## src/rtl/cid_pkg.sv

```systemverilog
package cid_pkg;
  localparam int CNT_W   = 5;
  localparam int CNT_MAX = (1 << CNT_W) - 1;
  typedef logic [CNT_W-1:0] cnt_t;
endpackage

```

## src/rtl/cid_sync_edge.sv

```systemverilog
module cid_sync_edge #(
  parameter int STAGES = 2
) (
  input  logic clk,
  input  logic rst,
  input  logic din,
  output logic rise
);
  logic [STAGES:0] pipe;

  genvar i;
  generate
    for (i = 0; i <= STAGES; i++) begin : g_stage
      always_ff @(posedge clk) begin
        if (rst) pipe[i] <= 1'b0;
        else if (i == 0) pipe[i] <= din;
        else pipe[i] <= pipe[(i == 0) ? 0 : i-1];
      end
    end
  endgenerate

  // synchronized level high now, low one clock before
  assign rise = pipe[STAGES-1] & ~pipe[STAGES];
endmodule

```

## src/rtl/cid_burst_counter.sv

```systemverilog
module cid_burst_counter
  import cid_pkg::*;
#(
  parameter int WIN_CYC = 256
) (
  input  logic clk,
  input  logic rst,
  input  logic rise,
  input  logic clr_held,
  output cnt_t held
);
  localparam int TW = $clog2(WIN_CYC + 1);

  logic          active;
  logic [TW-1:0] tmr;
  cnt_t          cnt;
  logic          closing;

  assign closing = active && (tmr == '0);

  always_ff @(posedge clk) begin
    if (rst) begin
      active <= 1'b0;
      tmr    <= '0;
      cnt    <= '0;
    end else if (!active || closing) begin
      if (rise) begin
        active <= 1'b1;
        tmr    <= TW'(WIN_CYC - 1);
        cnt    <= cnt_t'(1);
      end else begin
        active <= 1'b0;
        cnt    <= '0;
      end
    end else begin
      tmr <= tmr - 1'b1;
      if (rise && cnt != cnt_t'(CNT_MAX)) cnt <= cnt + 1'b1;
    end
  end

  always_ff @(posedge clk) begin
    if (rst)           held <= '0;
    else if (closing)  held <= cnt;
    else if (clr_held) held <= '0;
  end
endmodule

```

## src/rtl/cid_dead_timer.sv

```systemverilog
module cid_dead_timer #(
  parameter int DEAD_CYC = 4096
) (
  input  logic clk,
  input  logic rst,
  input  logic rise,
  output logic expire
);
  localparam int TW = $clog2(DEAD_CYC + 1);

  logic          alive;
  logic [TW-1:0] tmr;

  assign expire = alive && (tmr == '0) && !rise;

  always_ff @(posedge clk) begin
    if (rst) begin
      alive <= 1'b0;
      tmr   <= '0;
    end else if (rise) begin
      alive <= 1'b1;
      tmr   <= TW'(DEAD_CYC - 1);
    end else if (alive) begin
      if (tmr == '0) alive <= 1'b0;
      else tmr <= tmr - 1'b1;
    end
  end
endmodule

```

## src/rtl/cable_id_decoder.sv

```systemverilog
module cable_id_decoder
  import cid_pkg::*;
#(
  parameter int NCH      = 2,
  parameter int WIN_CYC  = 256,
  parameter int DEAD_CYC = 4096
) (
  input  logic             clk,
  input  logic             rst,
  input  logic [NCH-1:0]   id_in,
  input  logic [NCH-1:0]   rd_req,
  output logic             rd_ack,
  output logic [CNT_W-1:0] rd_data
);
  logic [NCH*CNT_W-1:0] held_all;
  logic [NCH-1:0]       rise_all;
  logic [NCH-1:0]       dead_exp;

  genvar c;
  generate
    for (c = 0; c < NCH; c++) begin : g_ch
      cnt_t held_c;
      cid_sync_edge #(.STAGES(2)) u_sync (
        .clk(clk), .rst(rst), .din(id_in[c]), .rise(rise_all[c]));
      cid_dead_timer #(.DEAD_CYC(DEAD_CYC)) u_dead (
        .clk(clk), .rst(rst), .rise(rise_all[c]), .expire(dead_exp[c]));
      cid_burst_counter #(.WIN_CYC(WIN_CYC)) u_cnt (
        .clk(clk), .rst(rst), .rise(rise_all[c]),
        .clr_held(dead_exp[c]), .held(held_c));
      assign held_all[c*CNT_W +: CNT_W] = held_c;
    end
  endgenerate

  cnt_t sel_data;
  always_comb begin
    sel_data = '0;
    for (int k = NCH-1; k >= 0; k--)
      if (rd_req[k]) sel_data = held_all[k*CNT_W +: CNT_W];
  end

  always_ff @(posedge clk) begin
    if (rst) begin
      rd_ack  <= 1'b0;
      rd_data <= '0;
    end else begin
      rd_ack  <= |rd_req;
      rd_data <= sel_data;
    end
  end
endmodule

```

## config.mk

```make
export PLATFORM = sky130hd
export DESIGN_NAME = cable_id_decoder
export DESIGN_NICKNAME = d
export VERILOG_FILES = /design/src/rtl/cid_pkg.sv /design/src/rtl/cid_sync_edge.sv /design/src/rtl/cid_burst_counter.sv /design/src/rtl/cid_dead_timer.sv /design/src/rtl/cable_id_decoder.sv
export SDC_FILE = /design/constraint.sdc
export NUM_CORES = 1
export LEC_CHECK = 0
export BUFFER_PORTS_ARGS = -buffer_cell sky130_fd_sc_hd__buf_4
export CORE_MARGIN = 2
export CORE_UTILIZATION = 45
export CTS_CLUSTER_SIZE = 10
export DETAILED_ROUTE_END_ITERATION = 6
export HOLD_SLACK_MARGIN = 0.08
export SYNTH_ARGS = -nofsm -noshare
export SYNTH_HDL_FRONTEND = slang
export SYNTH_SLANG_ARGS = --single-unit
```

## constraint.sdc

```tcl
create_clock -name clk -period 2.25 [get_ports clk]
set_input_delay 0.225 -clock clk [delete_from_list [all_inputs] [get_ports clk]]
set_output_delay 0.225 -clock clk [all_outputs]
set_load 0.005 [all_outputs]
```

# ---- After elaboration in Yosys (flattened, before gate mapping)
# Index checks and enable logic that the tools add are counted.
dict set report totals {
  reg_bits 80
  in_bits 6
  out_inout_bits 6
  word_cells 101
}
dict set report classes {
  addsub 6
  n_eq_ne 6
  muxes 30
  n_bitwise 6
  n_reduce_logical 31
}
# op n
set ops {}
lappend ops {{$mux 12} 6}
lappend ops {{$mux 5} 10}
lappend ops {{$mux 9} 4}
lappend ops {{$logic_not 13->1} 2}
lappend ops {{$sub 13x1->13 const B} 2}
lappend ops {{$logic_not 9->1} 2}
lappend ops {{$sub 9x1->9 const B} 2}
lappend ops {{$reduce_bool 2->1} 6}
lappend ops {{$add 5x1->5 const B} 2}
lappend ops {{$mux 1} 10}
lappend ops {{$ne 5x5->1 const B} 2}
lappend ops {{$logic_and 1x1->1} 8}
lappend ops {{$ne 2x1->1 const B} 4}
lappend ops {{$reduce_and 2->1} 4}
lappend ops {{$reduce_or 2->1} 3}
lappend ops {{$logic_not 1->1} 4}
lappend ops {{$not 1->1} 4}
lappend ops {{$and 1x1->1} 2}
lappend ops {{$logic_or 1x1->1} 2}

# ---- Logic depth before layout (Yosys ltp)
dict set report logic_depth {
  word_depth 6
  mapped_depth 7
  depth_no_buf 7
}

# ---- Cells and area by module
# From an unflattened synthesis, not the netlist that was laid out.
dict set report hier_totals {
  hier_cells 416
  area_unflattened_um2 3743.6
}
# mod instances cells_each area_per_inst_um2 seq_area_each_um2
set modules_own_cells {}
lappend modules_own_cells {cid_burst_counter 2 105 945.9 400.4}
lappend modules_own_cells {cid_dead_timer 2 84 728.2 280.3}
lappend modules_own_cells {cable_id_decoder 1 24 220.2 120.1}
lappend modules_own_cells {cid_sync_edge 2 7 87.6 60.1}

# ---- Least setup slack after synthesis
# OpenSTA, ideal clock, no wires.
dict set report synth_path {
  path_kind {reg-to-reg}
  from {register g_ch[1].u_dead.tmr[4]}
  to {register g_ch[1].u_dead.tmr[11]}
  setup_ns 0.074
  t_arrival_ns 1.858
  required_ns 2.176
  path_slack_ns 0.318
  stages_incl_launch_ff 5
  path_buffers 0
  period_less_slack_ns 1.932
  path_cell_list {dfxtp_1 -> or4_4 -> or4_1 -> or4_1 -> a31oi_1}
}
dict set report synth_between {
  elab_chain_cells 4
  elab_cells_between_ends 7
  classes_between {1 x add/sub; 1 x eq/ne; 3 x mux; 2 x reduce/logical}
}
# element line_no
set synth_lines {}
lappend synth_lines {{start, declared} cid_dead_timer.sv:12} ;# logic [TW-1:0] tmr;
lappend synth_lines {{start signal, assigned} cid_dead_timer.sv:22} ;# tmr <= TW'(DEAD_CYC - 1);
lappend synth_lines {{start signal, assigned} cid_dead_timer.sv:25} ;# else tmr <= tmr - 1'b1;
lappend synth_lines {{$sub 13x1->13} cid_dead_timer.sv:25}
lappend synth_lines {{$mux 12} cid_dead_timer.sv:24} ;# if (tmr == '0) alive <= 1'b0;
lappend synth_lines {{$mux 12} cid_dead_timer.sv:23} ;# end else if (alive) begin
lappend synth_lines {{$mux 12} cid_dead_timer.sv:20} ;# end else if (rise) begin
# Parallel ways exist; a longest one is shown, timed or not. The select of a mux whose other input is x is not followed.
# A chain may end at the register's enable or synchronous reset.

# ---- Worst setup path in the final report
# Same ends and word-level chain as after synthesis.

==> PnR_summary.wiki <==
{| class="wikitable"
! Metric !! Value
|-
| Post-synthesis adder-cell area fraction || 2.69%
|-
| Post-DR wirelength/cell || 13.9 um
|-
| Smallest setup slack after layout || 204 ps
|-
| Setup repair bufs after CTS || 0
|-
| Summed area of non-filler cells in the final layout || 4220 um^2
|-
| Sequential element share of the synthesized area || 43.1%
|-
| Number of vias per cell after detailed routing || ~5.7
|-
| Maximum number of pins on one net before global-route repair || 63
|-
| Routed Antenna Nets || 0
|-
| Syn. warnings || 0
|-
| Class of the most critical hold timing path || in -> reg
|-
| Die Outline Area || about 9000 um^2
|-
| Number of antenna violations at the first check in global routing || 0
|-
| Area of the multi-input gates || 1960 um^2
|-
| Worst-case reg-to-reg path depth || 4
|-
| Combinational family with the most area after synthesis || simple AND/OR/NAND/NOR gates
|-
| Crit Path Class || reg -> reg
|-
| Worst hold start || rd_req[0]
|-
| Clock tree from TritonCTS || built
|-
| Via count of the first global-routing pass || 2,891
|-
| Post-Synthesis Cells || 421
|-
| Die extent in x || 94.9 um
|-
| Row count || 33
|-
| Congestion Overflow GR || 0
|-
| Netlist area before placement || 3720 um^2
|-
| Critical path startpoint category || flip-flop
|-
| Hold endpoint || rd_data[3]
|-
| CP max FO || 8
|-
| Arrival time reported for the critical path endpoint || 2320 ps
|-
| Count of flip-flops with a built-in enable after synthesis || 0
|-
| Mapped Nets || 435
|-
| Maximum Capacitance Violations || 0
|-
| Post-route DRC violation count || 0
|-
| Post-synth top area cell || dfxtp_1
|-
| Reg2reg start || g_ch[1].u_dead.tmr[4]
|-
| Layout cell share with drive strength beyond 1 || about 14%
|-
| Power per Cell Area || 800 nW/um^2
|-
| Overall via count from detail_route || around 3,100
|-
| Net total in the final layout || approximately 450
|-
| Worst-case register-to-register setup slack || 200 ps
|-
| Commonest cells after routing, fill and taps aside || dfxtp_1 (80), nor3_1 (36), nor2_1 (29)
|-
| Xor and xnor fraction of the mapped netlist area || roughly 1.9%
|-
| Number of top-level pins || 12
|-
| Worst-Skew Late Latency || around 350 ps
|-
| Dominant synthesized flop cell || dfxtp_1
|-
| Final Setup Violations || 0
|-
| Fraction of synthesized area in multiplexers || 2.69%
|-
| Fillers || 778
|-
| Gpl congestion || 0.766
|-
| Overall fraction of global-route tracks in use || 18.4%
|-
| Clock-pin transition on the worst setup and hold timing paths || 70 ps
|-
| Simple-gate portion of the synthesized area || between 20 and 30%
|-
| Clock Sinks || 80
|-
| Synth cell types || 56
|-
| Top-area cell type share of the netlist area || ~43%
|-
| Worst max-slew margin expressed relative to the limit || 52.8%
|-
| Post-DP HPWL || 5.12 mm
|-
| Proportion of synthesized flip-flops having asynchronous set or reset || 0%
|-
| Final total negative setup slack || 0 ps
|-
| Measured slew at the worst slew-check pin || 698 ps
|-
| Avg Synthesized Cell Area || 8.83 um^2
|-
| Antenna Diode Count || 0
|-
| Most common library cell in the layout ignoring fill and taps || dfxtp_1
|-
| RSZ-0062 raised after global routing || false
|-
| Largest voltage drop on the vdd net || 0.316 mV
|-
| DP Worst Slack || around 210 ps
|-
| Final Hold Vio Count || 0
|-
| Dpl cell area || between 3000 and 4000 um^2
|-
| Final total power || 3.38 mW
|-
| Static Leak || 1.54 nW
|-
| Buffer levels on the longest clock path || 2
|-
| Die boundary height || 94.9 um
|-
| TritonCTS buffer count || 9
|-
| Status || finished, final reports clean
|-
| Capturing point of the worst reg2reg path || g_ch[1].u_dead.tmr[11]
|-
| Flip-flop and latch count after synthesis || 80
|-
| Cell depth of the worst min-delay path || 3
|-
| # port buffers || 11
|-
| Router iterations before antenna repair || 4
|-
| Area taken by flip-flops and latches || around 1600 um^2
|-
| Crit. End Element || flip-flop
|-
| DRT iter0 DRCs || 100
|-
| Area grow syn2layout || 13.6%
|-
| Max Clk Rate || between 400 and 500 MHz
|-
| Synthesized-area fraction occupied by ao, oa, aoi and oai cells || about 17%
|-
| Post-detailed-routing wire length || 7.63 mm
|-
| Data required time of the critical path || 2520 ps
|-
| Effective utilization at floorplan || 45.9%
|-
| Global-route wire length before repair || between 10 and 15 mm
|-
| Placeable core area || 8090 um^2
|-
| Clock tree skew after final layout || 11.5 ps
|-
| H-Tree Depth || 3
|-
| Pins Over Slew Limit || 0
|-
| Synth top area cells || dfxtp_1 (43%), nor3_1 (4.8%), a21oi_1 (3.6%)
|-
| Tcrit/Tclk final || 90.9%
|-
| Root buffer cell || clkbuf_8
|-
| Final critical delay including setup and external delays || 2050 ps
|}
==> cells in the mapped netlist (all sizes together) (10+ instances only) <==
cell and number:
nand2 20, nor3 36, dfxtp 80, a21oi 27, nor2 29, a31oi 12, inv 17, nor4 10
mux2i 10, nand4 10, a211oi 11, clkbuf 20, nor2b 11
==> per-stage QoR <==
stage	std cells	hold slack, ps	util [%]
3_5_place_dp	530	421	49.0
6_report	548	205	52.2
5_1_grt	548	196	52.2
3_3_place_gp	530	423	49.0
2_1_floorplan	421	353	-
4_1_cts	548	195	52.1
==> timing repair <==
item | 4_1_cts | 5_1_grt
resized for setup | 0 | 1
setup endpoints to repair | 0 | 1
hold endpoints to repair | 2 | 0
hold buffers | 2 | 0
==> how the worst max path moves through the flow <==
stage,start,endpoint,slack [ps],depth (start not counted)
final,g_ch[1].u_dead.tmr[4],g_ch[1].u_dead.tmr[11],200,4
after floorplan,g_ch[1].u_dead.tmr[4],g_ch[1].u_dead.tmr[11],320,4
after detailed placement,g_ch[1].u_cnt.tmr[0],g_ch[1].u_cnt.tmr[5],210,7
after global routing,g_ch[0].u_dead.tmr[4],g_ch[0].u_dead.tmr[6],110,5
after CTS,g_ch[1].u_cnt.tmr[0],g_ch[1].u_cnt.tmr[5],190,7
after global placement,g_ch[1].u_dead.tmr[0],g_ch[1].u_dead.tmr[5],270,4
==> sequential cells by signal (all words and copies together), names as in the netlist <==
name,flops
g_ch.u_cnt.held,10
rd_data,5
g_ch.u_cnt.tmr,18
g_ch.u_sync.pipe,6
g_ch.u_cnt.active,2
g_ch.u_dead.tmr,26
g_ch.u_dead.alive,2
rd_ack,1
g_ch.u_cnt.cnt,10
==> cell type report <==
type / instances / area share [%]
Multi-Input combinational cell: 300 / 46.5
Sequential cell: 80 / 37.9
Timing Repair Buffer: 30 / 5.45
Clock buffer: 14 / 4.09
Tap cell: 105 / 3.11
Inverter: 17 / 1.51
Clock inverter: 2 / 1.42
==> layer usage <==
layer / share of wire [%] / up-vias / track usage [%]
met5: 0 / - / 0
met4: 1.5 / 0 / 6.16
met3: 2.8 / 10 / 4.07
met2: 43 / 32 / 28.1
met1: 53 / 1467 / 25.8
li1: - / 1617 / -
==> logic make-up (layout without fill, tap and decap cells) <==
family,after synthesis,after routing
muxes,10,10
AOI/OAI and AO/OA,95,95
DFF,80,80
and+or+nand+nor,179,179
adders and majority gates,8,8
xor gates and xnor gates,8,8
buffers and inverters,41,63
==> worst max-delay path, cell delays in order, from the launching register on <==
cell and delay [ps]:
dfxtp_1 370, or4_4 590, or4_1 440, or4_1 410, a31oi_1 160
==> power by group <==
| group | internal (mW) | leakage (nW) | switching (mW) | total, mW |
|---|---|---|---|---|
| registers | 1.49 | 0.653 | 0.0915 | 1.59 |
| logic | 0.255 | 0.766 | 0.313 | 0.568 |
| clock network | 0.718 | 0.117 | 0.504 | 1.22 |
| total | 2.47 | 1.54 | 0.909 | 3.38 |
Note: power is estimated with default switching activity, not from simulation.
